<file path="src/rtl/patt_bist_pkg.sv">
package patt_bist_pkg;

  typedef enum logic [2:0] {
    ST_IDLE  = 3'd0,
    ST_WRITE = 3'd1,
    ST_READ  = 3'd2,
    ST_CHECK = 3'd3,
    ST_DONE  = 3'd4
  } bist_st_e;

endpackage

</file>
<file path="src/rtl/patt_bist_seq.sv">
module patt_bist_seq
  import patt_bist_pkg::*;
#(
  parameter int DEPTH     = 16,
  parameter int AW        = 4,
  parameter int LOOP_W    = 8,
  parameter int DEF_LOOPS = 8
) (
  input  logic              clk,
  input  logic              rst,
  input  logic              en,
  input  logic [LOOP_W-1:0] loop_cfg,
  output logic              mem_req,
  output logic              mem_we,
  output logic [AW-1:0]     mem_addr,
  output logic              phase_b,
  output logic              done
);

  localparam logic [AW-1:0]     LAST_ADDR = AW'(DEPTH - 1);
  localparam logic [LOOP_W-1:0] DEF_CNT   = LOOP_W'(DEF_LOOPS);

  bist_st_e          st_q;
  logic [AW-1:0]     addr_q;
  logic [LOOP_W-1:0] loop_idx_q;
  logic [LOOP_W-1:0] loop_tot_q;

  always_ff @(posedge clk) begin
    if (rst || !en) begin
      st_q       <= ST_IDLE;
      addr_q     <= '0;
      loop_idx_q <= '0;
      loop_tot_q <= '0;
    end else begin
      case (st_q)
        ST_IDLE: begin
          loop_tot_q <= (loop_cfg == '0) ? DEF_CNT : loop_cfg;
          st_q       <= ST_WRITE;
        end
        ST_WRITE: begin
          if (addr_q == LAST_ADDR) begin
            addr_q <= '0;
            st_q   <= ST_READ;
          end else begin
            addr_q <= addr_q + 1'b1;
          end
        end
        ST_READ: begin
          if (addr_q == LAST_ADDR) begin
            addr_q <= '0;
            st_q   <= ST_CHECK;
          end else begin
            addr_q <= addr_q + 1'b1;
          end
        end
        ST_CHECK: begin
          if (loop_idx_q == loop_tot_q - 1'b1) begin
            st_q <= ST_DONE;
          end else begin
            loop_idx_q <= loop_idx_q + 1'b1;
            st_q       <= ST_WRITE;
          end
        end
        ST_DONE: st_q <= ST_DONE;
        default: st_q <= ST_IDLE;
      endcase
    end
  end

  assign mem_req  = (st_q == ST_WRITE) || (st_q == ST_READ);
  assign mem_we   = (st_q == ST_WRITE);
  assign mem_addr = addr_q;
  assign phase_b  = loop_idx_q[0];
  assign done     = (st_q == ST_DONE);

  // the finished state holds while enabled and issues no traffic
  p_done_holds_r6: assert property (@(posedge clk) disable iff (rst)
    (done && en) |=> (done && !mem_req))
    else $error("done dropped or traffic issued while enabled");

  // a read pass only follows a complete write pass
  p_read_after_write_r3: assert property (@(posedge clk) disable iff (rst)
    (mem_req && !mem_we && mem_addr == '0 && en) |-> $past(mem_req && mem_we))
    else $error("read pass not preceded by write");

endmodule

</file>
<file path="src/rtl/patt_bist_cmp.sv">
module patt_bist_cmp #(
  parameter int DW = 32
) (
  input  logic          clk,
  input  logic          rst,
  input  logic          en,
  input  logic          rd_issue,
  input  logic          phase_b,
  input  logic [DW-1:0] cmp_a,
  input  logic [DW-1:0] mask_a,
  input  logic [DW-1:0] cmp_b,
  input  logic [DW-1:0] mask_b,
  input  logic [DW-1:0] rdata,
  output logic          fail_hit
);

  logic          pend_q;
  logic [DW-1:0] exp_q;
  logic [DW-1:0] msk_q;
  logic [DW-1:0] diff_bits;

  always_ff @(posedge clk) begin
    if (rst || !en) begin
      pend_q <= 1'b0;
      exp_q  <= '0;
      msk_q  <= '0;
    end else begin
      pend_q <= rd_issue;
      exp_q  <= phase_b ? cmp_b : cmp_a;
      msk_q  <= phase_b ? mask_b : mask_a;
    end
  end

  genvar gi;
  generate
    for (gi = 0; gi < DW; gi++) begin : g_bit
      assign diff_bits[gi] = msk_q[gi] & (rdata[gi] ^ exp_q[gi]);
    end
  endgenerate

  assign fail_hit = pend_q && (|diff_bits);

  // a failure is only reported in the cycle after a read request
  p_hit_after_read_r4: assert property (@(posedge clk) disable iff (rst)
    fail_hit |-> $past(rd_issue))
    else $error("compare result without a read");

endmodule

</file>
<file path="src/rtl/patt_bist_cnt.sv">
module patt_bist_cnt #(
  parameter int FAIL_W = 8
) (
  input  logic              clk,
  input  logic              rst,
  input  logic              clr,
  input  logic              inc,
  output logic [FAIL_W-1:0] cnt
);

  localparam logic [FAIL_W-1:0] CNT_MAX = '1;

  logic [FAIL_W-1:0] cnt_q;

  always_ff @(posedge clk) begin
    if (rst || clr) begin
      cnt_q <= '0;
    end else if (inc && cnt_q != CNT_MAX) begin
      cnt_q <= cnt_q + 1'b1;
    end
  end

  assign cnt = cnt_q;

  // a full counter stays full until cleared
  p_no_overflow_r7: assert property (@(posedge clk) disable iff (rst)
    (cnt == CNT_MAX && !clr) |=> (cnt == CNT_MAX))
    else $error("failure counter wrapped");

  // at most one step per cycle
  p_single_step_r4: assert property (@(posedge clk) disable iff (rst)
    !clr |=> (cnt == $past(cnt) || cnt == $past(cnt) + 1'b1))
    else $error("failure counter jumped");

endmodule

</file>
<file path="src/rtl/patt_bist.sv">
module patt_bist #(
  parameter int DW        = 32,
  parameter int DEPTH     = 16,
  parameter int LOOP_W    = 8,
  parameter int DEF_LOOPS = 8,
  parameter int FAIL_W    = 8,
  localparam int AW       = (DEPTH > 1) ? $clog2(DEPTH) : 1
) (
  input  logic              clk,
  input  logic              rst,
  input  logic              en,
  input  logic [LOOP_W-1:0] loop_cfg,
  input  logic [DW-1:0]     cmp_a,
  input  logic [DW-1:0]     mask_a,
  input  logic [DW-1:0]     cmp_b,
  input  logic [DW-1:0]     mask_b,
  output logic              mem_req,
  output logic              mem_we,
  output logic [AW-1:0]     mem_addr,
  output logic [DW-1:0]     mem_wdata,
  input  logic [DW-1:0]     mem_rdata,
  output logic              done,
  output logic [FAIL_W-1:0] fail_cnt
);

  logic phase_b;
  logic fail_hit;

  patt_bist_seq #(
    .DEPTH(DEPTH), .AW(AW), .LOOP_W(LOOP_W), .DEF_LOOPS(DEF_LOOPS)
  ) u_seq (
    .clk(clk), .rst(rst), .en(en), .loop_cfg(loop_cfg),
    .mem_req(mem_req), .mem_we(mem_we), .mem_addr(mem_addr),
    .phase_b(phase_b), .done(done)
  );

  assign mem_wdata = phase_b ? cmp_b : cmp_a;

  patt_bist_cmp #(.DW(DW)) u_cmp (
    .clk(clk), .rst(rst), .en(en),
    .rd_issue(mem_req && !mem_we), .phase_b(phase_b),
    .cmp_a(cmp_a), .mask_a(mask_a), .cmp_b(cmp_b), .mask_b(mask_b),
    .rdata(mem_rdata), .fail_hit(fail_hit)
  );

  patt_bist_cnt #(.FAIL_W(FAIL_W)) u_cnt (
    .clk(clk), .rst(rst), .clr(!en), .inc(fail_hit), .cnt(fail_cnt)
  );

  // disabling clears status on the next edge
  p_clear_on_disable_r8: assert property (@(posedge clk) disable iff (rst)
    !en |=> (!done && fail_cnt == '0))
    else $error("status not cleared by disable");

  // result is frozen once done is reported
  p_result_frozen_r6: assert property (@(posedge clk) disable iff (rst)
    (done && en) |=> $stable(fail_cnt))
    else $error("fail count moved after done");

endmodule

</file>
<file path="config.mk">
export PLATFORM = sky130hd
export DESIGN_NAME = patt_bist
export DESIGN_NICKNAME = d
export VERILOG_FILES = /design/src/rtl/patt_bist_pkg.sv /design/src/rtl/patt_bist_seq.sv /design/src/rtl/patt_bist_cmp.sv /design/src/rtl/patt_bist_cnt.sv /design/src/rtl/patt_bist.sv
export SDC_FILE = /design/constraint.sdc
export NUM_CORES = 1
export LEC_CHECK = 0
export BUFFER_PORTS_ARGS = -buffer_cell sky130_fd_sc_hd__clkbuf_2
export CORE_AREA = 2 2 102 104
export CTS_BUF_LIST = sky130_fd_sc_hd__clkbuf_16
export DETAILED_ROUTE_END_ITERATION = 10
export DIE_AREA = 0 0 104 106
export GPL_TIMING_DRIVEN = 0
export PLACE_DENSITY = 0.79
export SLEW_MARGIN = 20
export SYNTH_ARGS = -nofsm -noshare
export SYNTH_HDL_FRONTEND = slang
export SYNTH_SLANG_ARGS = --single-unit
</file>
<file path="constraint.sdc">
create_clock -name clk -period 2.4 [get_ports clk]
set_input_delay 0.36 -clock clk [delete_from_list [all_inputs] [get_ports clk]]
set_output_delay 0.36 -clock clk [all_outputs]
set_load 0.01 [all_outputs]
</file>
==> metrics.md, run 1 <==
| Metric | Value |
|---|---|
| Worst-Skew Late Latency | `0.34 ns` |
| Core area | `10000 um^2` |
| Yosys reg bits | `96` |
| Layout cells sized above 1 | `0.411` |
| Crit path required time | `2.61 ns` |
| Cells after DPL | `828` |
| Initial DRC count | `187` |
| CTS max path bufs | `2` |
| Post-DR vias/cell | `4.97` |
| # DRC | `0` |
| Largest stage delay, worst path | `0.35 ns` |
| Input/output buffers | `217` |
| Yosys warning total | `0` |
| Netlist Area Pre-Place | `4540 um^2` |
| Site Rows | `37` |
| Root Buffer | `clkbuf_16` |
| DP Area | `5800 um^2` |
| Antenna fix cells | `0` |
| Clock sink total | `96` |
| EDFF count, synth | `0` |
| CTS tree | `yes` |
| Area of the multi-input gates | `2520 um^2` |
| DRT antenna net count | `0` |
| Worst ir drop on vdd | `0.370 mV` |
| Final setup fails | `0` |
| Design Area, Final | `6130 um^2` |
| Gpl congestion | `0.845` |
| Largest net degree at the start of global routing | `18` |
| Fin. Hold Viols | `0` |
| Mean Syn Cell Area | `9.56 um^2` |
| Vias | `4207` |
| Syn Inst Count | `475` |
| Drt first pass iters | `4` |
| Type of origin of the critical path | `register` |
| Syn nets | `650` |
| Slowest stage cell on the critical path | `a2111oi_4` |
| Max Clk Rate | `433 MHz` |
| Asr flop ratio synth | `0` |
| GRT overflow | `0` |
| Die area | `11000 um^2` |
| CP Data Arrival Time | `2.52 ns` |
| Final-layout fill cell count | `901` |
| Die Y | `106 um` |
| Final net count | `880` |
| Area grow syn2layout | `35.0%` |
| Worst hold-check path type | `primary input to register` |
| Cell chain of the critical path | `clkbuf_4, inv_1, ha_2, nand2_1, mux2i_1, a21oi_2, a2111oi_4, buf_4, a21oi_4, buf_4, xnor2_1, nor2_1` |
| Die X | `104 um` |
| Fin crit period | `2.31 ns` |
| IO Pins | `218` |
| Clk slew on worst S/H paths | `0.07 ns` |
| Pins over their slew limit | `0` |
| Register area | `1920 um^2` |
| Crit path kind | `register to register` |
| Worst-Margin Slew | `0.848 ns` |
| Hold_buf cts | `0` |
| Initial Utilization | `0.454` |
| Vias in the first global route | `4263` |
| Primary FF master, synth | `dfxtp_1` |
| Final period utilization | `0.963` |
| Final clock skew | `0.00898 ns` |
| H-Tree Depth | `3` |
| GRT Total Usage | `0.232` |
| Post-Route WL | `13200 um` |
| Slew margin rel. | `0.430` |
| Routed len/inst | `15.6 um` |
| Critical path's most frequent cell | `buf_4` |
| Initial antenna violation count | `0` |
| Distinct cells, synth | `40` |
| P per Cell Area | `568 nW/um^2` |
| Max Cap Viol | `0` |
| CP Capture Type | `register` |
| First-pass GRT wire length | `20300 um` |
| CTS buffer count | `9` |
| Status | `finished clean` |
| P_leak | `2.84 nW` |
| Post-synthesis sequential area ratio | `0.423` |
| Worst Path Max Fanout | `8` |
| Non-filler instance count after layout | `846` |
| Hpwl dp | `10500 um` |
==> cells in the mapped netlist (all sizes together) (4+ instances only) <==
| library cell | n | area share |
|---|---|---|
| xnor2 | 10 | 0.019 |
| nand2 | 36 | 0.030 |
| nand3 | 5 | 0.0066 |
| nor3 | 7 | 0.0077 |
| dfxtp | 96 | 0.42 |
| mux2 | 32 | 0.079 |
| o21ai | 6 | 0.0066 |
| nor4 | 4 | 0.012 |
| clkbuf | 16 | 0.014 |
| mux2i | 40 | 0.088 |
| a22oi | 16 | 0.026 |
| nand2b | 8 | 0.011 |
| and2 | 33 | 0.045 |
| or3 | 4 | 0.0055 |
| nor2 | 53 | 0.044 |
| buf | 10 | 0.011 |
| a21oi | 21 | 0.026 |
| xor2 | 38 | 0.073 |
| ha | 4 | 0.011 |
| nand4 | 11 | 0.015 |
==> registers in the layout (all words and copies together), names as in the netlist <==
| name | count |
|---|---|
| u_cmp.msk_q | 32 |
| u_seq.loop_idx_q | 8 |
| u_seq.loop_tot_q | 8 |
| u_cmp.exp_q | 32 |
| u_seq.mem_addr | 4 |
| u_seq.st_q | 3 |
| u_cmp.pend_q | 1 |
| u_cnt.cnt | 8 |
==> through the flow <==
| step | hold WS (ns) | setup WS, ns | util | power [mW] | setup TNS (ns) |
|---|---|---|---|---|---|
| after floorplan | 0.448 | 0.330 | - | 1.92 | 0 |
| after global placement | 0.473 | -0.105 | 0.580 | 2.14 | -0.286 |
| after detailed placement | 0.481 | -0.152 | 0.580 | 2.16 | -0.543 |
| after CTS | 0.249 | 0.0141 | 0.609 | 3.50 | 0 |
| after global routing | 0.265 | -0.0752 | 0.613 | 3.64 | -0.0938 |
| final | 0.252 | 0.0880 | 0.613 | 3.48 | 0 |
==> cell usage in the layout (no fill, tap or decap), types with 4 or more instances in the layout <==
cell	n
dfxtp_1	96
buf_2	4
clkbuf_16	9
nand3_1	4
nor2_1	53
nand2b_1	8
nand2_1	36
or3_1	4
nor3_1	7
and2_1	33
mux2i_1	40
clkbuf_1	11
mux2_2	32
clkbuf_2	220
a21oi_1	19
xnor2_1	10
o21ai_0	6
buf_1	5
xor2_1	38
a22oi_1	16
nand4_1	11
==> cell families (layout without fill, tap and decap cells) <==
group / after synthesis / in the layout / synth area share
xor+xnor: 48 / 48 / 0.0926
buf+inv: 28 / 263 / 0.0264
flops: 96 / 96 / 0.423
simple gates: 170 / 170 / 0.190
compound gates: 57 / 57 / 0.0890
mux: 72 / 72 / 0.167
fa+ha+maj: 4 / 4 / 0.0110
==> where the power goes <==
| part | leakage [nW] | switching, mW | internal, mW |
|---|---|---|---|
| Clock | 0.139 | 0.641 | 0.716 |
| Sequential | 0.785 | 0.0268 | 1.64 |
| Combinational | 1.92 | 0.224 | 0.234 |
| Total | 2.84 | 0.891 | 2.59 |
==> per-layer routing <==
metal  routed length (um)  track usage  up-vias
met5                    0            0        -
met4                  239       0.0820        0
met3                  796       0.0417       18
met2                 6840        0.422      183
met1                 5330        0.273     1913
li1                     -            -     2093
==> worst max-delay path: cells and delay by family (launching register included) <==
family / cells / cell delay, ns
DFF: 1 / 0.30
adders and majority gates: 1 / 0.26
muxes: 1 / 0.21
buffers and inverters: 4 / 0.60
and+or+nand+nor: 2 / 0.12
xor gates and xnor gates: 1 / 0.13
AOI/OAI and AO/OA: 3 / 0.55
==> final timing paths <==
path                            depth (start not counted)  slack [ns]                          endpoint                             start
worst max register to register                         12        0.09  u_seq.loop_idx_q[0]$_SDFFE_PP0P_  u_seq.loop_tot_q[0]$_SDFFE_PP0P_
worst min-delay path                                    3        0.25         u_cmp.msk_q[8]$_SDFF_PP0_                         mask_a[8]
worst max-delay path                                   12        0.09  u_seq.loop_idx_q[0]$_SDFFE_PP0P_  u_seq.loop_tot_q[0]$_SDFFE_PP0P_
worst min register to register                          2        0.48  u_seq.loop_tot_q[7]$_SDFFE_PP0P_  u_seq.loop_tot_q[7]$_SDFFE_PP0P_
==> area by class of cell <==
type	count	area share
multi-input combinational	351	0.412
sequential	96	0.314
inverter	2	0.00122
timing repair buffer	220	0.181
clock inverter	7	0.00939
clock buffer	9	0.0367
buffer	25	0.0186
tap	136	0.0278
==> repair_timing <==
item | CTS | global route
setup endpoints to repair | 29 | 8
setup buffers | 0 | 3
gates resized for setup | 4 | 5
pin swaps | 0 | 2
Power figures use the tool's default switching activity.
==> inputs of run 2 (changes only) <==
CELL_PAD_IN_SITES_DETAIL_PLACEMENT = 0   (was default)
CELL_PAD_IN_SITES_GLOBAL_PLACEMENT = 2   (was default)
CORE_AREA = 2 2 133 135   (was 2 2 102 104)
CTS_BUF_LIST = sky130_fd_sc_hd__clkbuf_4   (was sky130_fd_sc_hd__clkbuf_16)
DIE_AREA = 0 0 135 137   (was 0 0 104 106)
PLACE_DENSITY = default   (was 0.79)
PLACE_DENSITY_LB_ADDON = 0.1   (was default)
==> metrics.md, run 2 (synthesis gave the netlist of run 1 again) <==
| Metric | Value |
|---|---|
| Final clock skew | `0.0205 ns (+0.0115 ns)` |
| Tot Pwr | `2.87 mW (-18%)` |
| Initial Utilization | `0.266 (-0.188)` |
| Non-filler instance count after layout | `937 (+11%)` |
| Final setup fails | `0 (unchanged)` |
| Crit path kind | `register to output pin` |
| Die X | `135 um (+30%)` |
| CTS buffer count | `9 (unchanged)` |
| M2 GR Usage | `0.282 (-0.140)` |
| P_leak | `2.77 nW (-2.6%)` |
| Root Buffer | `clkbuf_4` |
| Gpl congestion | `0.745 (-12%)` |
| Fin crit period | `2.21 ns (-0.105 ns)` |
| Design Area, Final | `6080 um^2 (-0.78%)` |
| P per Cell Area | `472 nW/um^2 (-17%)` |
| Dpl ws | `-0.350 ns (-0.198 ns)` |
| IO Pins | `218 (unchanged)` |
| Fin. Hold Viols | `0 (unchanged)` |
| Met3 GRT Util | `0.0422 (+0.000530)` |
| Most frequent cells in the layout | `218 x clkbuf_2, 96 x dfxtp_1, 53 x nor2_1, 40 x mux2i_1, 38 x xor2_1` |
| Hpwl dp | `12000 um (+14%)` |
| Worst ir drop on vdd | `0.179 mV (-52%)` |
| Routed len/inst | `15.9 um (+2.0%)` |
| Worst-Margin Slew | `1.02 ns (+0.177 ns)` |
| Core area | `17100 um^2 (+71%)` |
| Input/output buffers | `217 (unchanged)` |
| Final period utilization | `0.919 (-0.0439)` |
| Slew margin rel. | `0.317 (-0.114)` |
| Layout cells sized above 1 | `0.411 (-0.000578)` |
| Max Cap Viol | `0 (unchanged)` |
| Top flop regs | `u_cmp.exp_q x32, u_cmp.msk_q x32` |
| CTS tree | `yes` |
| Initial DRC count | `112 (-40%)` |
| CTS max path bufs | `2 (unchanged)` |
| Die area | `18500 um^2 (+68%)` |
| DRT antenna net count | `0 (unchanged)` |
| Clk slew on worst S/H paths | `0.16 ns (+0.09 ns)` |
| Die Y | `137 um (+29%)` |
| Crit path required time | `2.04 ns (-0.57 ns)` |
| Area grow syn2layout | `33.9%` |
| Pins over their slew limit | `0 (unchanged)` |
| Commonest non-fill, non-tap cell in the layout | `clkbuf_2` |
| CP Capture Type | `output pin` |
| Unrepaired setup endpoints after global routing | `no` |
| Site Rows | `48 (+30%)` |
| Initial antenna violation count | `1 (+1)` |
| CP Data Arrival Time | `1.85 ns (-0.67 ns)` |
| Status | `finished clean` |
| GRT overflow | `0 (unchanged)` |
| Post-DR vias/cell | `4.35 (-13%)` |
| Post-Route WL | `14900 um (+13%)` |
| Vias | `4074 (-3.2%)` |
| Worst Path Max Fanout | `10 (+2)` |
| DP Area | `5910 um^2 (+1.9%)` |
| Cells after DPL | `917 (+11%)` |
| Met1 GRT Util | `0.190 (-0.0837)` |
| Clock sink total | `96 (unchanged)` |
| First-pass GRT wire length | `22200 um (+9.6%)` |
| GRT Total Usage | `0.161 (-0.0704)` |
| Finished Core Util | `0.357 (-0.256)` |
| Largest net degree at the start of global routing | `16 (-2)` |
| Final setup margin | `0.193 ns (+0.105 ns)` |
| Worst-Skew Late Latency | `0.46 ns (+0.12 ns)` |
| GR peak layer | `met2` |
| # DRC | `0 (unchanged)` |
| H-Tree Depth | `3 (unchanged)` |
| Max Clk Rate | `453 MHz (+4.8%)` |
| Type of origin of the critical path | `register` |
| Final net count | `881 (+0.11%)` |
| Hold_buf cts | `0 (unchanged)` |
| Vias in the first global route | `4231 (-0.75%)` |
| Final TNS setup | `0 ns (unchanged)` |
| WHS | `0.125 ns (-0.127 ns)` |
| Worst hold-check path type | `primary input to register` |
| Drt first pass iters | `4 (unchanged)` |
[run 2: what timing repair did]
item	in CTS	in global routing
setup buffers	0	3
gates resized for setup	8	7
gates cloned	0	1
pin swaps	0	3
setup endpoints to repair	40	44
[run 2: area by class of cell]
cell class	instances	area, um^2
fillers	1839	11000
clock buffers	9	67.6
well taps	225	282
repair buffers	220	1110
flip-flops and latches	96	1920
clock inverters	7	37.5
diodes	1	2.50
plain buffers	25	125
inverters	2	7.51
multi-input cells	352	2530
[run 2: final timing paths]
| check | startpoint | endpoint | slack (ns) | depth (start not counted) |
|---|---|---|---|---|
| worst max-delay path | u_seq.loop_idx_q[0]$_SDFFE_PP0P_ | mem_wdata[3] | 0.19 | 4 |
| worst min-delay path | mask_a[0] | u_cmp.msk_q[0]$_SDFF_PP0_ | 0.13 | 3 |
| worst max register to register | u_seq.loop_tot_q[0]$_SDFFE_PP0P_ | u_seq.loop_idx_q[1]$_SDFFE_PP0P_ | 0.20 | 12 |
| worst min register to register | u_seq.loop_tot_q[7]$_SDFFE_PP0P_ | u_seq.loop_tot_q[7]$_SDFFE_PP0P_ | 0.49 | 2 |
[run 2: power breakdown]
group	internal [mW]	switching [mW]	leakage, nW	total (mW)
clock	0.203	0.538	0.0586	0.741
sequential	1.64	0.0251	0.785	1.67
combinational	0.236	0.225	1.92	0.461
total	2.08	0.788	2.77	2.87
[run 2: routing by layer]
metal	up-vias	part of all wire
li1	2095	-
met1	1828	0.42
met2	131	0.50
met5	-	0
met3	20	0.060
met4	0	0.020
[run 2: critical path, stage by stage, from the launching register on]
cell and delay, ns:
dfxtp_1 0.36, clkbuf_2 0.20, clkbuf_4 0.28, mux2_2 0.41
clkbuf_2 0.14
